[src/rtl/burst_seq_pkg.sv]
package burst_seq_pkg;
  typedef enum logic {
    ORD_LINEAR = 1'b0,
    ORD_XOR    = 1'b1
  } burst_order_e;
endpackage

[src/rtl/bseq_beat_ctr.sv]
// Beat counter: cleared on load, stepped on advance, wraps naturally.
module bseq_beat_ctr #(
  parameter int CNT_W = 2
) (
  input  logic             clk,
  input  logic             rst_n,
  input  logic             clr_i,
  input  logic             step_i,
  output logic [CNT_W-1:0] cnt_o
);
  logic [CNT_W-1:0] cnt_q, cnt_d;
  logic             cnt_en;

  always_comb begin
    cnt_en = clr_i | step_i;
    if (clr_i) cnt_d = '0;
    else       cnt_d = cnt_q + CNT_W'(1);
  end

  always_ff @(posedge clk or negedge rst_n) begin
    if (!rst_n)      cnt_q <= '0;
    else if (cnt_en) cnt_q <= cnt_d;
  end

  assign cnt_o = cnt_q;
endmodule

[src/rtl/bseq_base_reg.sv]
// Base address register with explicit load enable.
module bseq_base_reg #(
  parameter int W = 15
) (
  input  logic         clk,
  input  logic         rst_n,
  input  logic         en_i,
  input  logic [W-1:0] d_i,
  output logic [W-1:0] q_o
);
  logic [W-1:0] q_q, q_d;

  always_comb q_d = d_i;

  always_ff @(posedge clk or negedge rst_n) begin
    if (!rst_n)    q_q <= '0;
    else if (en_i) q_q <= q_d;
  end

  assign q_o = q_q;
endmodule

[src/rtl/bseq_order_map.sv]
// Maps base low bits and beat count to the beat address for the chosen ordering.
module bseq_order_map
  import burst_seq_pkg::*;
#(
  parameter int CNT_W = 2
) (
  input  logic [CNT_W-1:0] base_i,
  input  logic [CNT_W-1:0] cnt_i,
  input  logic             order_i,
  output logic [CNT_W-1:0] low_o
);
  logic [CNT_W-1:0] xor_beat, lin_beat;

  always_comb begin
    xor_beat = base_i ^ cnt_i;
    lin_beat = base_i + cnt_i;
    low_o    = (order_i == ORD_XOR) ? xor_beat : lin_beat;
  end
endmodule

[src/rtl/burst_addr_seq.sv]
module burst_addr_seq #(
  parameter int ADDR_W = 15,
  parameter int LOW_W  = 2
) (
  input  logic              clk,
  input  logic              rst_n,
  input  logic              load_i,
  input  logic [ADDR_W-1:0] load_addr_i,
  input  logic              adv_n_i,
  input  logic              order_sel_i,
  output logic [ADDR_W-1:0] addr_o
);
  localparam int HI_W = ADDR_W - LOW_W;

  logic [ADDR_W-1:0] base_q;
  logic [LOW_W-1:0]  beat_cnt;
  logic [LOW_W-1:0]  low_addr;
  logic              step;

  always_comb step = !load_i && !adv_n_i;

  bseq_base_reg #(.W(ADDR_W)) i_base (
    .clk   (clk),
    .rst_n (rst_n),
    .en_i  (load_i),
    .d_i   (load_addr_i),
    .q_o   (base_q)
  );

  bseq_beat_ctr #(.CNT_W(LOW_W)) i_ctr (
    .clk    (clk),
    .rst_n  (rst_n),
    .clr_i  (load_i),
    .step_i (step),
    .cnt_o  (beat_cnt)
  );

  bseq_order_map #(.CNT_W(LOW_W)) i_map (
    .base_i  (base_q[LOW_W-1:0]),
    .cnt_i   (beat_cnt),
    .order_i (order_sel_i),
    .low_o   (low_addr)
  );

  assign addr_o = {base_q[ADDR_W-1:LOW_W], low_addr};

  // HI_W kept for clarity of the address split
  initial begin
    if (HI_W < 1) $error("ADDR_W must exceed LOW_W");
  end
endmodule

[config.mk]
export PLATFORM = sky130hd
export DESIGN_NAME = burst_addr_seq
export DESIGN_NICKNAME = d
export VERILOG_FILES = /design/src/rtl/burst_seq_pkg.sv /design/src/rtl/bseq_beat_ctr.sv /design/src/rtl/bseq_base_reg.sv /design/src/rtl/bseq_order_map.sv /design/src/rtl/burst_addr_seq.sv
export SDC_FILE = /design/constraint.sdc
export NUM_CORES = 1
export LEC_CHECK = 0
export CORE_AREA = 2 2 44 46
export CTS_CLUSTER_DIAMETER = 40
export DETAILED_ROUTE_END_ITERATION = 10
export DIE_AREA = 0 0 46 48
export DONT_BUFFER_PORTS = 1
export SLEW_MARGIN = 10
export SYNTH_ARGS = -nofsm -noshare
export SYNTH_HDL_FRONTEND = slang
export SYNTH_SLANG_ARGS = --single-unit
export TNS_END_PERCENT = 100
[constraint.sdc]
create_clock -name clk -period 1.15 [get_ports clk]
set_input_delay 0.1725 -clock clk [delete_from_list [all_inputs] [get_ports clk]]
set_output_delay 0.1725 -clock clk [all_outputs]
set_load 0.05 [all_outputs]
==> results.md, run 1 <==
* Status: complete, but fails checks
* Failing checks: setup timing
* Max FO, Critical Path at 2
* Net count after synthesis at 77
* DPL Wire Length at 934 um
* Crit path required time at 0.98 ns
* Maximum clock rate at 0.671 GHz
* Post-synthesis cell area at 820 um^2
* Hold path start: load_addr_i[10]
* Crit Reg-Reg Startpoint: i_ctr.cnt_o[0]
* Register area share after synthesis at 51.9%
* Syn. warnings at 0
* Share of layout cells above drive strength 1 at 61.5%
* Post-Syn Instances at 56
* Worst Hold End: i_base.q_o[10]
* Hold crit path type: in -> reg
* CP max-delay cell: dfrtp_1
* CTS max path bufs at 2
* Clk pin slew, worst setup/hold paths at 0.10 ns
* Drt drc at 0
* Setup ws final at -0.341 ns
* Placer congestion estimate at 0.678
* CTS H-tree lvls at 1
* Tot Pwr at 0.00151 W
* Comb pwr share at 33.5%
* Worst slew margin at 49.4%
* Final setup violation count at 2
* Clock Skew at 0.0000323 ns
* Global Route Usage Sum at 14.4%
* CTS Buf Count at 3
* Slowest stage delay, CP at 0.40 ns
* Largest net degree at the start of global routing at 18
* Clk_lat worst skew at 0.28 ns
* Arrival @ worst endpoint at 1.32 ns
* Hold Vio Cnt, Final at 0
* Area Growth Syn to Fin at 15.0%
* Final period util at 130%
* Max cap viols at 0
* Final core occ at 55.8%
* Number of port buffers at 0
* Nets at 87
* Synth Register Bits at 17
* Vias at 421
* Wl on met1 at 463 um
* Tmin final at 1.49 ns
* Die extent in x at 46 um
* Clk pwr share at 20.6%
* DP Worst Slack at -0.0457 ns
* Core Box Area at 1690 um^2
* Vias/cell at 5.13
* Chip height at 48 um
* Setup slack, reg-to-reg at 0.17 ns
* N_diodes at 0
* I/O pin count at 35
* Grt ovf at 0
* Sum Neg Setup Slack at -0.545 ns
* Sequential Power Share at 45.9%
* Switch share at 33.4%
* Net load switching power at 0.000503 W
* Row count at 15
* DRT antenna net count at 0
* Crit start category: register
* Total wire length at 1270 um
* Drt wl/cell at 15.4 um
* CTS Sinks at 17
* Peak VDD IR at 0.802 mV
* Critical path, cell by cell: ha_2, nor2b_4, xnor2_4, buf_12
* Initial antenna violation count at 0
* Top layer in use: met4
* Avg Synthesized Cell Area at 14.6 um^2
* Initial Utilization at 48.5%
* Power per cell area at 1600 nW/um^2
* Vias in the first global route at 459
* RSZ-0062 raised after global routing: yes
* Yosys cell types at 11
* Slew @ Worst Pin at 0.757 ns
* Global-route wire length before repair at 2130 um
* CTS Root Buffer Type: clkbuf_4
* CTS tree: yes
* Max Slew Vio Count at 0
* Met3 routed WL at 96 um
* Pleak at 0.443 nW
* Worst R2R End: i_ctr.cnt_o[1]
* Cell Int Power at 0.00100 W
* Crit Path Category: reg -> out
* Worst hold path cell count at 1
* Die area at 2210 um^2
* Crit end category: primary output
* DR pass1 iterations at 2
* DR iter-0 viols at 1
* Reg2Reg Depth at 4
* WL met2 at 697 um
[power by group through the flow]
stage	clock network [W]	registers (W)	logic (W)
global route	0.000362	0.000700	0.000528
finish	0.000310	0.000692	0.000506
CTS	0.000329	0.000689	0.000509
floorplan	0	0.000692	0.000437
global placement	0	0.000697	0.000481
detailed placement	0	0.000700	0.000486
[layout by cell type (no fill, tap or decap), drive strengths merged]
| cell type | count |
|---|---|
| dlygate4sd3 | 2 |
| clkbuf | 4 |
| xnor2 | 3 |
| mux2 | 15 |
| nor2b | 3 |
| nor3 | 1 |
| nor2 | 1 |
| buf | 18 |
| dfrtp | 17 |
| ha | 1 |
[worst max-delay path by stage]
stage / startpoint / endpoint / slack (ns) / depth (start not counted)
finish: i_ctr.cnt_o[0] / addr_o[1] / -0.34 / 4
global route: i_ctr.cnt_o[0] / addr_o[1] / -0.41 / 4
CTS: i_ctr.cnt_o[0] / addr_o[1] / -0.35 / 4
detailed placement: i_ctr.cnt_o[0] / addr_o[1] / -0.05 / 4
global placement: i_base.q_o[0] / addr_o[1] / -0.02 / 4
floorplan: i_ctr.cnt_o[0] / addr_o[1] / -0.04 / 3
[through the flow]
stage,hold slack (ns),instances,area (um^2)
after floorplan,-0.123,56,848
final,0.0269,82,942
after global routing,0.00500,82,942
after detailed placement,-0.123,75,881
after CTS,0.0138,82,935
after global placement,-0.123,75,881
[per-layer routing]
layer / GRT usage (%) / vias up
met5: 0 / -
met2: 24.4 / 18
li1: - / 189
met1: 16.2 / 212
met4: 8.57 / 0
met3: 3.77 / 2
[worst max-delay path, delay by kind of cell, from the launching register on]
family / cells / cell delay (ns)
xor gates and xnor gates: 1 / 0.17
buffers and inverters: 1 / 0.15
and+or+nand+nor: 1 / 0.14
adders and majority gates: 1 / 0.17
DFF: 1 / 0.40
[sequential cells by signal, summed over array words and instances, names as in the netlist]
register and cells:
i_ctr.cnt_o 2, i_base.q_o 15
[Yosys cell counts, drive strengths merged]
cell,instances,area (um^2)
mux2,15,199
dfrtp,17,425
nor2,1,3.75
xnor2,3,26.3
buf,15,129
nor3,1,5.00
ha,1,12.5
nor2b,3,18.8
[layout make-up]
class | instances | area [um^2]
Timing Repair Buffer | 20 | 168
Multi-Input combinational cell | 24 | 302
Sequential cell | 17 | 425
Tap cell | 17 | 21.3
Fill cell | 147 | 747
Clock buffer | 4 | 26.3
[cell families after synthesis]
logic type | count (synthesis) | synth area share (%)
simple gates | 5 | 3.36
xor+xnor | 3 | 3.21
buf+inv | 15 | 15.7
mux | 15 | 24.3
fa+ha+maj | 1 | 1.53
flops | 17 | 51.9
[timing repair]
item,CTS,global route
endpoints found under the setup margin,2,2
endpoints found under the hold margin,19,0
setup buffers,1,0
pin swaps,1,1
cloned,0,0
gates resized for setup,0,1
hold buffers,2,0
No activity file was read; power rests on OpenSTA's default activity.
==> run 2: changes to the inputs <==
CORE_AREA = 2 2 49 51   (was 2 2 44 46)
DIE_AREA = 0 0 51 53   (was 0 0 46 48)
==> run 2 against run 1 <==
Net effect: the run still ends with setup timing left; die area rose by 22%; largest cell class unchanged; first-iteration DRC count did not move; final cell count up 16%.
==> results.md, run 2 (synthesized netlist as in run 1, its figures left out) <==
* Maximum clock rate at 0.679 GHz
* N_diodes at 0
* DR pass1 iterations at 2
* Clock Skew at 0.00323 ns
* Hold Vio Cnt, Final at 0
* Max FO, Critical Path at 2
* Crit end category: primary output
* Number of port buffers at 0
* Initial Utilization at 38.1%
* Power per cell area at 1550 nW/um^2
* Clk_lat worst skew at 0.28 ns
* Max cap viols at 0
* Setup ws final at -0.324 ns
* Initial antenna violation count at 0
* Worst slew margin at 49.7%
* Die area at 2700 um^2
* Drt wl/cell at 13.8 um
* Core Box Area at 2150 um^2
* Vias in the first global route at 426
* CTS Buf Count at 3
* Max reg flops at 15
* Vias at 421
* Tmin final at 1.47 ns
* Area Growth Syn to Fin at 19.7%
* Status: complete, but fails checks
* CTS Root Buffer Type: clkbuf_4
* Setup slack, reg-to-reg at 0.02 ns
* Die extent in x at 51 um
* Nets at 89
* CTS Sinks at 17
* Commonest cells after routing, fill and taps aside: dfrtp_1, buf_4, mux2_4
* Vias/cell at 4.43
* Grt ovf at 0
* CTS H-tree lvls at 1
* DPL Wire Length at 921 um
* Crit Path Category: reg -> out
* DR iter-0 viols at 1
* Row count at 17
* Largest net degree at the start of global routing at 18
* Peak VDD IR at 0.581 mV
* CTS tree: yes
* Chip height at 53 um
* DRT antenna net count at 0
* Hold crit path type: in -> reg
* Pleak at 0.452 nW
* Global Route Usage Sum at 10.7%
* Placed cells at 86
* Sum Neg Setup Slack at -0.412 ns
* Drt drc at 0
* Crit start category: register
* Crit Reg-Reg Startpoint: i_base.q_o[0]
* Hold path start: load_addr_i[8]
* Post-DP Area at 895 um^2
* Global-route wire length before repair at 1990 um
* CTS max path bufs at 2
* Final period util at 128%
* Failing checks: setup timing
* Slew @ Worst Pin at 0.752 ns
* Arrival @ worst endpoint at 1.30 ns
* I/O pin count at 35
* Share of layout cells above drive strength 1 at 61.2%
* RSZ-0062 raised after global routing: yes
* Crit path from: i_base.q_o[0]
* Total wire length at 1310 um
* Clk pin slew, worst setup/hold paths at 0.09 ns
* Crit path required time at 0.98 ns
* Fin area at 981 um^2
* Non-Filler Instances at 95
* Max Slew Vio Count at 0
* Final setup violation count at 2
* Placer congestion estimate at 0.564
==> run 2: layer usage <==
| metal | routed length, um | track usage (%) | up-vias | share of wire (%) |
|---|---|---|---|---|
| li1 | - | - | 199 | - |
| met1 | 504 | 11.6 | 205 | 38 |
| met2 | 703 | 17.7 | 15 | 54 |
| met3 | 84 | 3.11 | 2 | 6.4 |
| met4 | 19 | 8.11 | 0 | 1.4 |
| met5 | 0 | 0 | - | 0 |
==> run 2: metrics by stage <==
stage	total power [W]	setup WS [ns]	hold WS, ns	utilization, %
after floorplan	0.00113	-0.0414	-0.123	-
after global placement	0.00118	-0.0100	-0.123	41.6
after detailed placement	0.00119	-0.0491	-0.123	41.6
after CTS	0.00152	-0.342	0.0245	44.5
after global routing	0.00161	-0.397	-0.00277	45.7
final	0.00152	-0.324	0.0364	45.7
==> run 2: worst paths after layout <==
kind	endpoint	depth (start not counted)
max	addr_o[1]	4
min	i_base.q_o[8]	1
max reg2reg	i_base.q_o[0]	4
min reg2reg	i_base.q_o[8]	1
max in group asynchronous	i_base.q_o[10]	1
min in group asynchronous	i_base.q_o[4]	1
==> run 2: report_power, final <==
part / total (W) / internal, W / leakage (nW) / switching, W
logic: 0.000528 / 0.000233 / 0.235 / 0.000295
clock network: 0.000303 / 0.000134 / 0.0150 / 0.000169
registers: 0.000691 / 0.000655 / 0.202 / 0.0000360
==> run 2: area by class of cell <==
type,instances,area (um^2)
clock buffers,4,26.3
fillers,189,1170
multi-input cells,24,304
flip-flops and latches,17,425
well taps,28,35.0
repair buffers,22,190
==> run 2: worst max-delay path: stages, from the launching register on <==
cell and delay [ns]:
dfrtp_1 0.42, ha_4 0.17, nor2b_4 0.13, xnor2_4 0.15, buf_12 0.15
==> run 2: what timing repair did <==
action,CTS,global route
endpoints found under the setup margin,2,2
pin swaps,1,0
endpoints found under the hold margin,19,0
hold buffers,2,0
setup buffers,2,1
resized for setup,0,3
